**src/rtl/gpio_port_pkg.sv**
```systemverilog
package gpio_port_pkg;

  localparam logic [7:0] OFS_IDENT  = 8'h00;
  localparam logic [7:0] OFS_CONFIG = 8'h10;
  localparam logic [7:0] OFS_DIN    = 8'h20;
  localparam logic [7:0] OFS_DOUT   = 8'h24;
  localparam logic [7:0] OFS_DIR    = 8'h28;
  localparam logic [7:0] OFS_CLR    = 8'h2C;
  localparam logic [7:0] OFS_SET    = 8'h30;
  localparam logic [7:0] OFS_PULLEN = 8'h40;
  localparam logic [7:0] OFS_PULLTY = 8'h44;
  localparam logic [7:0] OFS_FLTEN  = 8'h70;
  localparam logic [7:0] OFS_FLTCTL = 8'h74;

  typedef enum logic [1:0] {
    OUT_KEEP  = 2'd0,
    OUT_LOAD  = 2'd1,
    OUT_SET   = 2'd2,
    OUT_CLEAR = 2'd3
  } out_op_e;

  // next data-out word for a given operation
  function automatic logic [31:0] out_next(input logic [31:0] cur,
                                           input logic [31:0] w,
                                           input out_op_e op);
    case (op)
      OUT_LOAD:  return w;
      OUT_SET:   return cur | w;
      OUT_CLEAR: return cur & ~w;
      default:   return cur;
    endcase
  endfunction

  // configuration word: filter present flag and pin count
  function automatic logic [31:0] config_word(input int npin);
    logic [31:0] v;
    v = 32'h8000_0000;
    v[7:0] = 8'(npin);
    return v;
  endfunction

  // filter control keeps only the tick-source bit and the threshold byte
  function automatic logic [31:0] fltctl_mask(input logic [31:0] w);
    return w & 32'h8000_00FF;
  endfunction

endpackage

```
**src/rtl/gpio_sync.sv**
```systemverilog
module gpio_sync #(
  parameter int W      = 32,
  parameter int STAGES = 2
) (
  input  logic         clk,
  input  logic         rst_n,
  input  logic [W-1:0] d,
  output logic [W-1:0] q
);
  logic [W-1:0] stage_q [STAGES];

  always_ff @(posedge clk or negedge rst_n) begin
    if (!rst_n) stage_q[0] <= '0;
    else        stage_q[0] <= d;
  end

  for (genvar s = 1; s < STAGES; s++) begin : g_stage
    always_ff @(posedge clk or negedge rst_n) begin
      if (!rst_n) stage_q[s] <= '0;
      else        stage_q[s] <= stage_q[s-1];
    end
  end

  assign q = stage_q[STAGES-1];
endmodule

```
**src/rtl/gpio_tick.sv**
```systemverilog
module gpio_tick #(
  parameter int DIV = 16
) (
  input  logic clk,
  input  logic rst_n,
  input  logic div_en,
  output logic tick
);
  localparam int CW = (DIV > 1) ? $clog2(DIV) : 1;
  localparam logic [CW-1:0] LAST = CW'(DIV - 1);

  logic [CW-1:0] cnt_q;

  always_ff @(posedge clk or negedge rst_n) begin
    if (!rst_n)               cnt_q <= '0;
    else if (!div_en)         cnt_q <= '0;
    else if (cnt_q == LAST)   cnt_q <= '0;
    else                      cnt_q <= cnt_q + 1'b1;
  end

  assign tick = div_en ? (cnt_q == LAST) : 1'b1;
endmodule

```
**src/rtl/gpio_filter.sv**
```systemverilog
module gpio_filter #(
  parameter int W     = 32,
  parameter int CNT_W = 8
) (
  input  logic             clk,
  input  logic             rst_n,
  input  logic [W-1:0]     din,
  input  logic [W-1:0]     en,
  input  logic             tick,
  input  logic [CNT_W-1:0] limit,
  output logic [W-1:0]     dout
);
  for (genvar i = 0; i < W; i++) begin : g_pin
    logic             level_q;
    logic [CNT_W-1:0] run_q;

    always_ff @(posedge clk or negedge rst_n) begin
      if (!rst_n) begin
        level_q <= 1'b0;
        run_q   <= '0;
      end else if (!en[i]) begin
        level_q <= din[i];
        run_q   <= '0;
      end else if (din[i] == level_q) begin
        run_q   <= '0;
      end else if (tick) begin
        if (run_q == limit) begin
          level_q <= din[i];
          run_q   <= '0;
        end else begin
          run_q   <= run_q + 1'b1;
        end
      end
    end

    assign dout[i] = en[i] ? level_q : din[i];
  end
endmodule

```
**src/rtl/gpio_data_port.sv**
```systemverilog
module gpio_data_port
  import gpio_port_pkg::*;
#(
  parameter int          NPIN        = 32,
  parameter int          SYNC_STAGES = 2,
  parameter int          TICK_DIV    = 16,
  parameter int          THR_W       = 8,
  parameter logic [31:0] IDENT_WORD  = 32'h4750_0101
) (
  input  logic        clk,
  input  logic        rst_n,
  input  logic        bus_sel,
  input  logic        bus_wr,
  input  logic [7:0]  bus_addr,
  input  logic [31:0] bus_wdata,
  output logic [31:0] bus_rdata,
  input  logic [31:0] pin_in,
  output logic [31:0] pin_out,
  output logic [31:0] pin_oe,
  output logic [31:0] pin_filtered
);
  localparam logic [31:0] CONFIG_WORD = config_word(NPIN);

  logic [31:0] dir_q, dout_q, pullen_q, pullty_q, flten_q, fltctl_q;
  logic        wr_hit;
  out_op_e     out_op;
  logic [31:0] pin_sync;
  logic        deb_tick;
  logic        div_sel;

  assign wr_hit  = bus_sel && bus_wr;
  assign div_sel = fltctl_q[31];

  always_comb begin
    out_op = OUT_KEEP;
    if (wr_hit) begin
      case (bus_addr)
        OFS_DOUT: out_op = OUT_LOAD;
        OFS_SET:  out_op = OUT_SET;
        OFS_CLR:  out_op = OUT_CLEAR;
        default:  out_op = OUT_KEEP;
      endcase
    end
  end

  always_ff @(posedge clk or negedge rst_n) begin
    if (!rst_n) dout_q <= '0;
    else        dout_q <= out_next(dout_q, bus_wdata, out_op);
  end

  always_ff @(posedge clk or negedge rst_n) begin
    if (!rst_n) begin
      dir_q    <= '0;
      pullen_q <= '0;
      pullty_q <= '0;
      flten_q  <= '0;
      fltctl_q <= '0;
    end else if (wr_hit) begin
      case (bus_addr)
        OFS_DIR:    dir_q    <= bus_wdata;
        OFS_PULLEN: pullen_q <= bus_wdata;
        OFS_PULLTY: pullty_q <= bus_wdata;
        OFS_FLTEN:  flten_q  <= bus_wdata;
        OFS_FLTCTL: fltctl_q <= fltctl_mask(bus_wdata);
        default: ;
      endcase
    end
  end

  gpio_sync #(.W(32), .STAGES(SYNC_STAGES)) u_sync (
    .clk   (clk),
    .rst_n (rst_n),
    .d     (pin_in),
    .q     (pin_sync)
  );

  gpio_tick #(.DIV(TICK_DIV)) u_tick (
    .clk    (clk),
    .rst_n  (rst_n),
    .div_en (div_sel),
    .tick   (deb_tick)
  );

  gpio_filter #(.W(32), .CNT_W(THR_W)) u_filter (
    .clk   (clk),
    .rst_n (rst_n),
    .din   (pin_sync),
    .en    (flten_q),
    .tick  (deb_tick),
    .limit (fltctl_q[THR_W-1:0]),
    .dout  (pin_filtered)
  );

  always_comb begin
    bus_rdata = '0;
    if (bus_sel && !bus_wr) begin
      case (bus_addr)
        OFS_IDENT:  bus_rdata = IDENT_WORD;
        OFS_CONFIG: bus_rdata = CONFIG_WORD;
        OFS_DIN:    bus_rdata = pin_filtered;
        OFS_DOUT:   bus_rdata = dout_q;
        OFS_DIR:    bus_rdata = dir_q;
        OFS_PULLEN: bus_rdata = pullen_q;
        OFS_PULLTY: bus_rdata = pullty_q;
        OFS_FLTEN:  bus_rdata = flten_q;
        OFS_FLTCTL: bus_rdata = fltctl_q;
        default:    bus_rdata = '0;
      endcase
    end
  end

  assign pin_out = dout_q;
  assign pin_oe  = dir_q;
endmodule

```
**config.mk**
```make
export PLATFORM = sky130hd
export DESIGN_NAME = gpio_data_port
export DESIGN_NICKNAME = d
export VERILOG_FILES = /design/src/rtl/gpio_port_pkg.sv /design/src/rtl/gpio_sync.sv /design/src/rtl/gpio_tick.sv /design/src/rtl/gpio_filter.sv /design/src/rtl/gpio_data_port.sv
export SDC_FILE = /design/constraint.sdc
export NUM_CORES = 1
export LEC_CHECK = 0
export BUFFER_PORTS_ARGS = -buffer_cell sky130_fd_sc_hd__buf_2
export CORE_UTILIZATION = 45
export CTS_BUF_LIST = sky130_fd_sc_hd__clkbuf_16
export CTS_CLUSTER_DIAMETER = 200
export DETAILED_ROUTE_END_ITERATION = 12
export SLEW_MARGIN = 30
export SYNTH_ARGS = -nofsm -noshare
export SYNTH_HDL_FRONTEND = slang
export SYNTH_SLANG_ARGS = --single-unit
export TNS_END_PERCENT = 100
```
**constraint.sdc**
```tcl
create_clock -name clk -period 3 [get_ports clk]
set_clock_uncertainty 0.05 [all_clocks]
set_input_delay 0.3 -clock clk [delete_from_list [all_inputs] [get_ports clk]]
set_output_delay 0.3 -clock clk [all_outputs]
set_load 0.005 [all_outputs]
```
Yosys cells after proc, flatten, opt, wreduce, memory -nomap -nowiden
Index checks and enable logic that the tools add are counted.
{"block": "word_totals", "rom_bits": 0, "input_bits": 76, "out_inout_bits": 128, "mem_count": 0, "latch_bits": 0, "register_bits": 525, "ramBits": 0, "elab_cells": 653}
{"block": "classes", "n_addsub": 33, "eq_ne": 206, "n_mul": 0, "shift": 0, "div_mod_pow": 0, "n_reduce_logical": 42, "order_cmp": 0, "mux": 296, "n_bitwise": 3}
{"operator": "$mux 8", "n": 128}
{"operator": "$pmux 32 s9", "n": 1}
{"operator": "$add 8x1->8 const B", "n": 32}
{"operator": "$eq 8x8->1", "n": 32}
{"operator": "$mux 1", "n": 161}
{"operator": "$ne 2x1->1 const B", "n": 64}
{"operator": "$ne 3x1->1 const B", "n": 32}
{"operator": "$pmux 32 s3", "n": 1}
{"operator": "$reduce_and 3->1", "n": 32}
{"operator": "$ne 2x2->1 const B", "n": 32}
{"operator": "$eq 8x6->1 const B", "n": 5}
{"operator": "$and 32x32->32", "n": 1}
{"operator": "$eq 1x1->1", "n": 32}
{"operator": "$eq 8x7->1 const B", "n": 4}
{"operator": "$mux 32", "n": 1}
{"operator": "$not 32->32", "n": 1}
{"operator": "$or 32x32->32", "n": 1}
{"operator": "$reduce_and 2->1", "n": 5}
{"operator": "$eq 8x5->1 const B", "n": 1}
{"operator": "$logic_not 8->1", "n": 1}
{"operator": "$mux 4", "n": 2}
{"operator": "$pmux 2 s3", "n": 1}
{"operator": "$add 4x1->4 const B", "n": 1}
{"operator": "$eq 2x2->1 const B", "n": 2}
{"operator": "other kinds (6)", "n": 7}

Logic depth before layout (Yosys ltp)
{"block": "logic_depth", "ltp_word": 5, "ltp_mapped": 9, "depth_no_buf": 6}

Modules after synthesis
A second synthesis with hierarchy kept.
{"block": "hier_totals", "hier_cells": 3045, "area_unflattened_um2": 31029.8}
{"mod": "gpio_filter", "area_per_inst_um2": 20544.7, "cells_per_inst": 2264, "seq_area_each_um2": 7206.9, "n_inst": 1}
{"mod": "gpio_data_port", "area_per_inst_um2": 8466.9, "cells_per_inst": 669, "seq_area_each_um2": 4229.1, "n_inst": 1}
{"mod": "gpio_sync", "area_per_inst_um2": 1841.8, "cells_per_inst": 96, "seq_area_each_um2": 1601.5, "n_inst": 1}
{"mod": "gpio_tick", "area_per_inst_um2": 176.4, "cells_per_inst": 16, "seq_area_each_um2": 100.1, "n_inst": 1}

Worst setup path after synthesis
No wires, ideal clock.
{"block": "synth_path", "kind": "in2out", "start": "input bus_addr[4]", "end": "output bus_rdata[1]", "t_arrival_ns": 1.895, "path_stages": 6, "setup_slack_ns": 0.755, "n_path_buf": 1, "required_ns": 2.650, "path_cell_list": "buf_2 -> or4b_2 -> nor2_2 -> a22oi_1 -> a31o_1 -> a21oi_1"}
{"block": "synth_between", "elab_chain_cells": 3, "word_cells_on_any_way": 11, "cone_classes": "eq/ne (8); mux (2); reduce/logical (1)"}
{"item": "start, declared", "line": "gpio_data_port.sv:14", "text": "input logic [7:0] bus_addr,"}
{"item": "$eq 8x7->1, or another cell as far along", "line": "gpio_data_port.sv:97", "text": "case (bus_addr)"}
{"item": "$pmux 32 s9 *", "line": "gpio_data_port.sv:97"}
{"item": "$mux 32 *", "line": "gpio_data_port.sv:96", "text": "if (bus_sel && !bus_wr) begin"}
{"item": "end, declared", "line": "gpio_data_port.sv:16", "text": "output logic [31:0] bus_rdata,"}
Every way passes the cells marked *; elsewhere a longest branch is shown, timed or not.

Worst setup path in the final report
{"block": "layout_path", "start": "register fltctl_q[2]", "end": "output bus_rdata[2]"}
{"block": "layout_between", "elab_chain_cells": 2}
{"item": "start, declared", "line": "gpio_data_port.sv:24", "text": "logic [31:0] dir_q, dout_q, pullen_q, pullty_q, flten_q, fltctl_q;"}
{"item": "start signal, assigned", "line": "gpio_data_port.sv:64", "text": "OFS_FLTCTL: fltctl_q <= fltctl_mask(bus_wdata);"}
{"item": "$pmux 32 s9", "line": "gpio_data_port.sv:97"}
{"item": "$mux 32", "line": "gpio_data_port.sv:96"}
Every way passes these cells.

==> results by group <==
Power and ir drop
  – Maximum VDD drop: 0.4410 mV
  – PD cells: 460.4 nW/um2
  – Overall Power: 15.28 mW
  – P_leak: 15.87 nW

Critical path
  – Slowest CP cell: dfrtp_4
  – Worst-path cell chain: buf_4 -> a22oi_1 -> o22ai_1 -> a21oi_1 -> a21oi_1 -> buf_2
  – Startpoint Class: register
  – Worst Path Buf+Inv: 2
  – Delay-heaviest family, CP: compound AO/OA/AOI/OAI gates
  – WP data arrival: 2.49 ns
  – CP most frequent cell: a21oi_1
  – Required time worst endpoint: 2.65 ns
  – CP Capture Type: primary output
  – CP Max Fanout: 12
  – Critical setup path kind: register to primary output
  – Slowest stage delay, CP: 0.65 ns

Synthesis
  – Simple-gate share of the synthesized area: 0.1685
  – Post-synthesis async set-or-reset flop share: 1.000
  – Yosys warnings: 0
  – Compound-Gate Fraction of Synth Area: 0.1154
  – Post-synthesis xor/xnor area fraction: 0.1271
  – Largest family of logic cells by synthesized area: simple AND/OR/NAND/NOR gates
  – Area share of fa/ha/maj cells after synthesis: 0.01450
  – Library cells used by synthesis: 64
  – Main synth FF type: dfrtp_1
  – Mean Syn Cell Area: 10.39 um2
  – Synth top area cells: dfrtp_1, xor2_1, mux2_2
  – Synth top area share: 0.4615
  – EDFF count, synth: 0
  – Mapped Nets: 2,850
  – Netlist Area Pre-Place: 28,470 um2
  – Yosys reg bits: 525
  – Post-Syn Instances: 2,741
  – Register area share after synthesis: 0.4615
  – Mux share of post-synthesis cell area: 0.08860
  – Leading area contributor after synthesis: dfrtp_1

Floorplan
  – Chip width: 253.5 um
  – Initial Util: 0.4588
  – Die footprint: 64,270 um2
  – Row count: 91
  – Die Y: 253.5 um
  – Core area: 62,050 um2
  – IO Count: 204

STA
  – Worst-Margin Slew: 0.7400 ns
  – Slew headroom: 0.5067
  – # setup viols final: 0
  – Setup TNS: 0 ns
  – Fin crit period: 2.839 ns
  – Fin. Hold Viols: 0
  – RSZ-0062 raised after global routing: false
  – Final Cycle Share: 0.9462
  – Fin. max-slew vios: 0
  – Fmax: 352.3 MHz

Global route
  – GRT Total Usage: 0.2730
  – Pin count of the biggest net entering global routing: 91
  – Initial antenna violation count: 0
  – Vias in the first global route: 22,810
  – First-pass GRT wire length: 135,500 um
  – Total grt overflow: 0

Outcome
  – Status: finished clean

Routing
  – Total Wirelength: 87,040 um
  – Drt drc: 0
  – Mean routed wirelength per cell: 22.36 um
  – DRT antenna net count: 0
  – Starting DRT DRC Count: 2,010
  – Vias per cell: 5.991
  – DR pass1 iterations: 6
  – Vias: 23,320

Layout
  – Fin util: 0.5349
  – Nets@finish: 3,122
  – Antenna Cells: 0
  – Area growth syn-to-layout: 16.59%
  – Fillers: 5,462
  – Proportion of layout cells with a drive suffix above 1: 0.1961

Run
  – Max cap viols: 0

Clock tree
  – Bufs on Longest Clock Path: 3
  – CTS Sinks: 525
  – CTS tree: done
  – Clk pin slew, worst setup/hold paths: 0.06 ns
  – Skew-Pair Late Insertion Delay: 0.62 ns
  – H-tree levels: 2
  – CTS Buf Count: 57
  – Root Driver: clkbuf_16

Place
  – HPWL Detailed: 60,690 um
  – # port buffers: 203
  – RD Place Congestion: 0.9405

Hold path
  – HP Class: input port to register
cells in the final DEF, fill, tap and decap left out, types with 30 or more instances in the layout:
cell and n:
mux2_2 170, xnor2_1 118, a22o_1 45, o31ai_1 42, and2_1 59, a22oi_1 53
xor2_1 295, o21ai_0 113, and4_1 30, nor2_1 169, a21oi_1 67, dfrtp_1 517
nand2_1 202, nand4_1 112, and3_1 103, mux2_4 30, inv_1 40, buf_2 202
nor4_1 46, dlygate4sd3_1 60, nand3_1 100, buf_4 72, clkbuf_16 57, ha_1 33
cells in the mapped netlist, types with 53 or more instances:
master / number
dfrtp_1: 525
xor2_1: 295
nand2_1: 203
mux2_2: 170
nor2_1: 169
xnor2_1: 118
o21ai_0: 114
nand4_1: 112
and3_1: 103
nand3_1: 102
clkbuf_1: 78
a21oi_1: 67
and2_1: 60
a22oi_1: 53
worst register-to-register path, stage by stage, from the launching register on:
cell	delay (ns)
dfrtp_1	0.41
ha_1	0.26
nand3_1	0.15
buf_4	0.35
nand2_2	0.10
buf_4	0.28
and3_1	0.28
nor2b_1	0.14
mux2_2	0.35
timing repair:
action,CTS,global route
hold endpoints to repair,253,0
endpoints found under the setup margin,0,1
buffers inserted,0,0
hold buffers,60,0
gates resized for setup,0,1
state kept, by name (all words and copies together) (netlist names), 32 cells and up:
| signal | flops |
|---|---|
| pullen_q | 32 |
| u_sync.q | 32 |
| u_sync.stage_q | 32 |
| pin_oe | 32 |
| pin_out | 32 |
| pullty_q | 32 |
| u_filter.g_pin.run_q | 256 |
| u_filter.g_pin.level_q | 32 |
| flten_q | 32 |
metrics by stage:
step	std cells	instance area, um2	setup WS [ns]	hold slack (ns)
finish	3892	33190	0.1613	0.04502
global route	3892	33190	0.07225	0.04049
CTS	3892	33190	0.02715	0.005452
floorplan	2741	28470	0.7551	-0.04559
detailed placement	3731	30860	0.2939	0.2161
global placement	3731	30860	0.3274	0.2182
path summary, 6_finish.rpt:
path                            cells past startpoint  slack [ns]                                     end                         start
worst max-delay path                                6        0.16                            bus_rdata[2]       fltctl_q[2]$_DFFE_PN0P_
worst min-delay path                                2        0.05                   pin_oe[6]$_DFFE_PN0P_                  bus_wdata[6]
worst max register to register                      8        0.51  u_filter.g_pin[27].level_q$_DFFE_PN0P_     u_tick.cnt_q[0]$_DFF_PN0_
worst min register to register                      0        0.30                  u_sync.q[27]$_DFF_PN0_  u_sync.stage_q[59]$_DFF_PN0_
max in group asynchronous                           4        1.72                 fltctl_q[4]$_DFFE_PN0P_                         rst_n
min in group asynchronous                           2        0.16  u_filter.g_pin[6].run_q[7]$_DFFE_PN0P_                         rst_n
metal layers:
layer | vias up | wire length (um) | track usage
met4 | 0 | 2480 | 0.08502
met1 | 11730 | 39080 | 0.3894
met2 | 929 | 39300 | 0.4231
met3 | 179 | 6180 | 0.04538
li1 | 10480 | - | -
met5 | - | 0 | 0
final cells by class:
class | instances | area [um2] | share of cell area
well taps | 837 | 1047 | 0.03155
repair buffers | 350 | 2467 | 0.07434
clock inverters | 44 | 300.3 | 0.009047
flip-flops and latches | 525 | 13150 | 0.3962
clock buffers | 57 | 1426 | 0.04297
inverters | 26 | 97.59 | 0.002940
multi-input cells | 2053 | 14700 | 0.4430
cells by family (layout without fill, tap and decap cells):
logic type	after synthesis	after routing
buffers and inverters	163	477
multiplexers	215	215
adder cells (fa/ha/maj)	33	33
AO/OA/AOI/OAI	480	480
AND/OR/NAND/NOR	912	912
flip-flops	525	525
XOR/XNOR	413	413
power by group:
part	internal (mW)	switching, mW	leakage, nW
combinational	0.459	0.781	7.89
clock	3.70	2.96	0.902
sequential	7.22	0.166	7.08
total	11.4	3.90	15.9
(Power assumes the default switching activity.)
